--- src/rtl/clk_postdiv_pkg.sv ---
package clk_postdiv_pkg;
  localparam int RATIO_W   = 5;
  localparam int REG_W     = 16;
  localparam int KEEP_BIT  = 6;
  localparam int SLEEP_BIT = 7;
  localparam int RUN_BIT   = 8;
  localparam int ACK_BIT   = 9;
  localparam logic [RATIO_W-1:0] RATIO_RST = RATIO_W'(3);

  typedef logic [RATIO_W-1:0] ratio_t;

  typedef struct packed {
    logic   keep_on;
    logic   sleep;
    logic   pend_vld;
    ratio_t pend_ratio;
  } ctl_t;
endpackage

--- src/rtl/postdiv_regs.sv ---
module postdiv_regs
  import clk_postdiv_pkg::*;
(
  input  logic             clk,
  input  logic             rst_n,
  input  logic             wr_en,
  input  logic [REG_W-1:0] wr_data,
  input  logic             apply_i,
  output ctl_t             ctl_o,
  output ratio_t           ratio_rd_o
);

  ratio_t ratio_in;
  logic   wr_ok;
  logic   keep_q, sleep_q, pvld_q, pvld_d;
  ratio_t pend_q, rd_q;
  logic   unused_wr;

  assign unused_wr = ^{wr_data[REG_W-1:SLEEP_BIT+1], wr_data[KEEP_BIT-1:RATIO_W]};

  always_comb begin
    ratio_in = wr_data[RATIO_W-1:0];
    wr_ok    = wr_en && (ratio_in != '0);
    if (wr_ok)        pvld_d = 1'b1;
    else if (apply_i) pvld_d = 1'b0;
    else              pvld_d = pvld_q;
  end

  always_ff @(posedge clk or negedge rst_n) begin
    if (!rst_n) begin
      keep_q  <= 1'b0;
      sleep_q <= 1'b0;
    end else if (wr_en) begin
      keep_q  <= wr_data[KEEP_BIT];
      sleep_q <= wr_data[SLEEP_BIT];
    end
  end

  always_ff @(posedge clk or negedge rst_n) begin
    if (!rst_n) begin
      pend_q <= RATIO_RST;
      rd_q   <= RATIO_RST;
    end else if (wr_ok) begin
      pend_q <= ratio_in;
      rd_q   <= ratio_in;
    end
  end

  always_ff @(posedge clk or negedge rst_n) begin
    if (!rst_n) pvld_q <= 1'b0;
    else        pvld_q <= pvld_d;
  end

  assign ctl_o = '{keep_on: keep_q, sleep: sleep_q, pend_vld: pvld_q, pend_ratio: pend_q};
  assign ratio_rd_o = rd_q;


  zero_write_ignored_chk: assert property (@(posedge clk) disable iff (!rst_n)
    (wr_en && wr_data[RATIO_W-1:0] == '0) |=> ($stable(rd_q) && $stable(pend_q)));

endmodule

--- src/rtl/postdiv_core.sv ---
module postdiv_core
  import clk_postdiv_pkg::*;
(
  input  logic clk,
  input  logic rst_n,
  input  ctl_t ctl_i,
  input  logic demand_i,
  output logic apply_o,
  output logic run_o,
  output logic ack_o,
  output logic div_clk_o
);

  ratio_t cnt_q, cnt_d, act_q, act_d, hi_len;
  logic   run_q, run_d, ack_q, ack_d;
  logic   last_cyc, bnd, apply, want;

  always_comb begin
    last_cyc = (cnt_q == act_q - 1'b1);
    bnd      = !run_q || last_cyc;
    want     = !ctl_i.sleep && (ctl_i.keep_on || demand_i);
    apply    = bnd && !ctl_i.sleep && ctl_i.pend_vld;
    cnt_d    = bnd ? '0 : ratio_t'(cnt_q + 1'b1);
    act_d    = apply ? ctl_i.pend_ratio : act_q;
    run_d    = bnd ? want : run_q;
    ack_d    = ack_q ^ apply;
    hi_len   = act_q >> 1;
  end

  always_ff @(posedge clk or negedge rst_n) begin
    if (!rst_n) begin
      cnt_q <= '0;
      run_q <= 1'b0;
      act_q <= RATIO_RST;
      ack_q <= 1'b0;
    end else begin
      cnt_q <= cnt_d;
      run_q <= run_d;
      if (apply) begin
        act_q <= act_d;
        ack_q <= ack_d;
      end
    end
  end

  assign apply_o   = apply;
  assign run_o     = run_q;
  assign ack_o     = ack_q;
  assign div_clk_o = run_q && ((act_q == RATIO_W'(1)) || (cnt_q < hi_len));


  ratio_nonzero_chk: assert property (@(posedge clk) disable iff (!rst_n)
    act_q != '0);


  cnt_in_range_chk: assert property (@(posedge clk) disable iff (!rst_n)
    cnt_q < act_q);


  ack_on_change_chk: assert property (@(posedge clk) disable iff (!rst_n)
    !$stable(act_q) |-> (ack_q != $past(ack_q)));


  stop_at_end_chk: assert property (@(posedge clk) disable iff (!rst_n)
    $fell(run_q) |-> ($past(cnt_q) == $past(act_q) - 1'b1));


  sleep_hold_chk: assert property (@(posedge clk) disable iff (!rst_n)
    (ctl_i.sleep && !run_q) |=> !run_q);

endmodule

--- src/rtl/clk_postdiv.sv ---
module clk_postdiv
  import clk_postdiv_pkg::*;
(
  input  logic             clk,
  input  logic             rst_n,
  input  logic             wr_en,
  input  logic [REG_W-1:0] wr_data,
  output logic [REG_W-1:0] rd_data,
  input  logic             demand_i,
  output logic             div_clk_o
);

  ctl_t   ctl;
  ratio_t ratio_rd;
  logic   apply, run, ack;

  postdiv_regs u_regs (
    .clk        (clk),
    .rst_n      (rst_n),
    .wr_en      (wr_en),
    .wr_data    (wr_data),
    .apply_i    (apply),
    .ctl_o      (ctl),
    .ratio_rd_o (ratio_rd)
  );

  postdiv_core u_core (
    .clk       (clk),
    .rst_n     (rst_n),
    .ctl_i     (ctl),
    .demand_i  (demand_i),
    .apply_o   (apply),
    .run_o     (run),
    .ack_o     (ack),
    .div_clk_o (div_clk_o)
  );

  always_comb begin
    rd_data                = '0;
    rd_data[RATIO_W-1:0]   = ratio_rd;
    rd_data[KEEP_BIT]      = ctl.keep_on;
    rd_data[SLEEP_BIT]     = ctl.sleep;
    rd_data[RUN_BIT]       = run;
    rd_data[ACK_BIT]       = ack;
  end


  gated_low_chk: assert property (@(posedge clk) disable iff (!rst_n)
    !rd_data[RUN_BIT] |-> !div_clk_o);

endmodule

--- config.mk ---
export PLATFORM = sky130hd
export DESIGN_NAME = clk_postdiv
export DESIGN_NICKNAME = d
export VERILOG_FILES = /design/src/rtl/clk_postdiv_pkg.sv /design/src/rtl/postdiv_regs.sv /design/src/rtl/postdiv_core.sv /design/src/rtl/clk_postdiv.sv
export SDC_FILE = /design/constraint.sdc
export NUM_CORES = 1
export LEC_CHECK = 0
export BUFFER_PORTS_ARGS = -buffer_cell sky130_fd_sc_hd__buf_2
export CORE_MARGIN = 1
export CORE_UTILIZATION = 40
export CTS_BUF_LIST = sky130_fd_sc_hd__clkbuf_4 sky130_fd_sc_hd__clkbuf_8
export DETAILED_ROUTE_END_ITERATION = 10
export GPL_TIMING_DRIVEN = 0
export PLACE_DENSITY = 0.66
export RECOVER_POWER = 25
export SYNTH_ARGS = -nofsm -noshare
export SYNTH_HDL_FRONTEND = slang
export SYNTH_SLANG_ARGS = --single-unit
--- constraint.sdc ---
create_clock -name clk -period 2.45 [get_ports clk]
set_input_delay 0.1225 -clock clk [delete_from_list [all_inputs] [get_ports clk]]
set_output_delay 0.1225 -clock clk [all_outputs]
set_load 0.05 [all_outputs]
# Word level (Yosys, flattened, before mapping)
# Cells that the tools add are included.
[totals]
regBits = 20
[classes]
order_cmp = 1
reduce_logical = 12
bitwise = 1
n_mux = 3
n_eq_ne = 2
add_sub_neg = 2
[ops]
columns = ["op", "count"]
rows = [
  ["adder 5 x 1 -> 5 bit, second input constant", 1],
  ["== test 5 x 1 -> 1 bit, second input constant", 1],
  ["== test 5 bit", 1],
  ["logical AND 1 bit", 5],
  ["< comparator 5 x 4 -> 1 bit", 1],
  ["2-to-1 mux 5 bit", 1],
  ["nonzero test 5 bit", 1],
  ["subtractor 5 x 1 -> 5 bit, second input constant", 1],
  ["logical OR 1 bit", 3],
  ["zero test 1 bit", 2],
  ["2-to-1 mux 1 bit", 2],
  ["nonzero test 2 bit", 1],
  ["bitwise XOR 1 bit", 1],
]

# Depth between registers and ports, before layout
[depth]
depth_word = 7
mapped_depth = 7
ltp_nobuf = 7

# Cells and area by module
# A second synthesis with hierarchy kept.
[unflattened]
hier_cells = 117
hier_area_um2 = 1251.2
[modules_own_cells]
columns = ["module", "cells_each", "instances", "seq_area_each_um2", "area_per_inst_um2"]
rows = [
  ["postdiv_core", 71, 1, 302.8, 764.5],
  ["postdiv_regs", 36, 1, 202.7, 415.4],
  ["clk_postdiv", 10, 1, 0.0, 71.3],
]

# Worst setup path before layout
# Ideal clock, no wire load.
[synth_timing]
path_type = "reg-to-reg"
from = "register u_core.act_q[0]"
to = "register u_core.act_q[2]"
slack_ns = 0.397
t_arrival_ns = 1.929
synth_period_minus_slack_ns = 2.053
setup_ns = 0.125
stages_incl_launch_ff = 8
path_buffers = 0
path_cell_list = "dfstp_2 inv_1 ha_1 xnor2_1 a211oi_2 o311ai_2 a21oi_4 mux2_2"
[synth_between]
elab_chain_len = 5
[synth_rtl]
columns = ["item", "line", "source"]
rows = [
  ["start: declaration", "postdiv_core.sv:14", "ratio_t cnt_q, cnt_d, act_q, act_d, hi_len;"],
  ["start signal: assignment", "postdiv_core.sv:40", "act_q <= act_d;"],
  ["subtractor 5 x 1 -> 5 bit", "postdiv_core.sv:19", "last_cyc = (cnt_q == act_q - 1'b1);"],
  ["== test 5 bit", "postdiv_core.sv:19", ""],
  ["logical OR 1 bit", "postdiv_core.sv:20", "bnd = !run_q || last_cyc;"],
  ["logical AND 1 bit (2 in series)", "postdiv_core.sv:22", "apply = bnd && !ctl_i.sleep && ctl_i.pend_vld;"],
]
# No other way between the ends.
# A chain may end at the register's enable or synchronous reset.

# Worst setup path in the final report
[layout_timing]
from = "register u_core.act_q[2]"
to = "output port div_clk_o"
[layout_between]
elab_chain_len = 3
[layout_rtl]
columns = ["item", "line", "source"]
rows = [
  ["< comparator 5 x 4 -> 1 bit or == test 5 x 1 -> 1 bit (tied branches)", "postdiv_core.sv:49", "assign div_clk_o = run_q && ((act_q == RATIO_W'(1)) || (cnt_q < hi_len));"],
  ["logical OR 1 bit *", "postdiv_core.sv:49", ""],
  ["logical AND 1 bit *", "postdiv_core.sv:49", ""],
  ["end: declaration", "clk_postdiv.sv:10", "output logic div_clk_o"],
]
# Every way passes the cells marked *; elsewhere a longest branch is shown, timed or not.

==> flow_summary.ini <==
[status]
status = complete, no violations

[final_layout]
layout-drive-gt1-share_pct = 34.3
area_growth_pct = 19.2
finalNonFillerCells = 170
multiInputGateArea_um2 = 526
regArea_um2 = 505
nFillCells = 248
antenna_cells = 0
postLayoutCellArea_mm2 = 0.00134
layout.nets = 167

[global_route]
grt_max_degree = 21
grt_overflow = 0
first_global_vias = 741
track_usage_pct = 15.9
antenna_found_initial = 0
grt_pass1_wl_um = 3370

[floorplanning]
ios = 37
fp.dieH_um = 55.1
initial_utilization_pct = 43.9
core_mm2 = 0.00257
dieArea_mm2 = 0.00303
rows = 18
die_width_um = 55.1

[timing]
maxSlewHeadroom_pct = 29.1
fin_crit_ns = 2.28
finalCritPeriodShare_pct = 93.0
fmaxAchievable_ghz = 0.439
fin_ws_ns = 0.172
finClkSkew_ns = 0.00124
slew_violations = 0
finalSetupViolCount = 0
finalSetupTns_ns = 0
rsz0062_at_grt = no
worst_pin_slew_ns = 1.06
hold_viol = 0

[route]
drc = 0
wl_um = 1930
num_vias = 793
avgViaCountPerCell = 4.66
postRouteAntennaNets = 0
wl_per_cell_um = 11.4
drt_iter0_drc = 3
first_pass_iters = 4

[synthesis]
yosysSeqAreaShare_pct = 44.8
synthMostInstantiatedCell = nand2_1
synth_top_cell_by_area = dfrtp_1
synth_flop_cell = dfrtp_1
async_flop_share_pct = 100
syn_inst = 110
synth_cell_types = 32
synth_commonest_cells = nand2_1, dfrtp_1, buf_4
yosysTopAreaCellShare_pct = 35.5
synth-edff-count = 0
synth.area.top_cells = dfrtp_1, dfstp_2, buf_4, ha_1, nand2_1
ys_warn_count = 0
synth_area_mm2 = 0.00113
synth_seq_cells = 20
avgSynthCellArea_um2 = 10.2

[pwr]
seq_power_share_pct = 32.4
combPwrFrac_pct = 53.2
switching_power_mw = 0.779
power.leakage_nw = 0.672
clkPwrFrac_pct = 14.4
power.share.switching_pct = 42.9
cellPowerDensity_mw_per_mm2 = 1350
worst_ir_drop_vdd_uv = 1060
p_total_mw = 1.81
p_int_mw = 1.03

[cts]
tritoncts = built
hold_buffers = 1
cts_setup_buffers = 0
clockRootBuffer = clkbuf_4
cts.clk_slew.worst_paths_ns = 0.11
h-tree-depth = 1
cts_sinks = 20
cts-resized-gates = 0
cts_made_buffers = 3
clk_latency_ns = 0.29
clk_path_buf_depth = 2

[setup_path]
critPathKind = reg2out
path_cells = buf_2 > inv_1 > ha_1 > a21o_1 > a21o_1 > a211oi_1 > o21a_1 > buf_2
cp.arrival_ns = 2.16
crit_fanout = 8
startpoint_type = register
slowest_stage = dfrtp_1
end_kind = primary output
critPathMaxStageDelay_ns = 0.33
required_ns = 2.33

[placement]
placed_cells = 165
place_area_mm2 = 0.00128
gp_congestion = 0.744
port_buffers = 19
dp_slack_ns = 0.270
dp_hpwl_um = 1550

[flow_run]
drv_cap = 0

[worst_hold_path]
worstHoldPathType = in2reg
layout by cell type (no fill, tap or decap), types with 2 or more instances in the layout:
cell type / instances
o21ai_0: 2
ha_1: 6
clkbuf_4: 3
a21o_1: 2
buf_4: 11
conb_1: 7
buf_2: 20
nand2b_1: 2
dfrtp_1: 16
mux2_2: 6
nand3_1: 2
clkbuf_1: 2
xor2_1: 6
nand2_1: 18
xnor2_1: 4
nor2_1: 6
inv_1: 6
dfstp_2: 4
power by group through the flow:
stage	Sequential (mW)	Clock, mW	Combinational, mW
after detailed placement	0.597	0	0.971
after global routing	0.610	0.284	1.06
final	0.588	0.261	0.964
after CTS	0.590	0.271	0.976
after floorplan	0.584	0	0.785
after global placement	0.588	0	0.930
final timing paths:
kind / start / end / slack [ns] / cells past startpoint
hold / removal: wr_data[0] / u_regs.pend_q[0] / 0.01 / 3
setup / recovery: u_core.act_q[2] / div_clk_o / 0.17 / 8
setup reg to reg: u_core.act_q[0] / u_core.act_q[4] / 0.27 / 7
min in group asynchronous: rst_n / u_core.cnt_q[2] / 0.53 / 2
hold reg to reg: u_regs.pend_q[0] / u_regs.pend_q[0] / 0.47 / 2
max in group asynchronous: rst_n / u_regs.pend_q[4] / 1.29 / 2
flip-flops by register name, indices dropped and copies added, names as in the netlist:
| signal | cells |
|---|---|
| u_core.act_q | 5 |
| u_core.cnt_q | 5 |
| u_regs.pend_q | 5 |
| u_core.ack_o | 1 |
| u_core.run_o | 1 |
| u_regs.keep_q | 1 |
| u_regs.pvld_q | 1 |
| u_regs.sleep_q | 1 |
worst max-delay path: cells and delay by family (launching register included):
kind                     cells  cell delay [ns]
flip-flops                   1             0.33
buffers and inverters        3             0.48
AO/OA/AOI/OAI                4             0.77
adder cells (fa/ha/maj)      1             0.28
metrics by stage:
| step | util [%] | hold WS, ns |
|---|---|---|
| floorplan | - | -0.173 |
| global placement | 50.0 | 0.0915 |
| detailed placement | 50.0 | 0.0982 |
| CTS | 52.4 | 0.000560 |
| global route | 52.3 | 0.00305 |
| finish | 52.3 | 0.0134 |
cell type report:
class	count	area share [%]
buffer	14	7.17
clock buffer	3	1.68
clock inverter	1	2.23
inverter	6	1.68
multi-input combinational	76	39.1
sequential	20	37.6
tap	30	2.79
timing repair buffer	20	7.73
routing by layer:
metal | wire length (um) | track usage, % | vias up
met5 | 0 | 0 | -
met4 | 8 | 3.75 | 0
met3 | 94 | 3.28 | 2
met2 | 922 | 27.3 | 23
met1 | 905 | 20.4 | 362
li1 | - | - | 406
logic make-up (layout without fill, tap and decap cells):
| logic type | after synthesis | count (layout) | synth area share [%] |
|---|---|---|---|
| buf+inv | 20 | 44 | 10.5 |
| flops | 20 | 20 | 44.8 |
| mux | 6 | 6 | 5.99 |
| compound gates | 12 | 12 | 9.21 |
| xor+xnor | 10 | 10 | 7.77 |
| simple gates | 35 | 35 | 14.7 |
| fa+ha+maj | 6 | 6 | 6.66 |
| other cells | 1 | 7 | 0.333 |
Power figures use the tool's default switching activity.
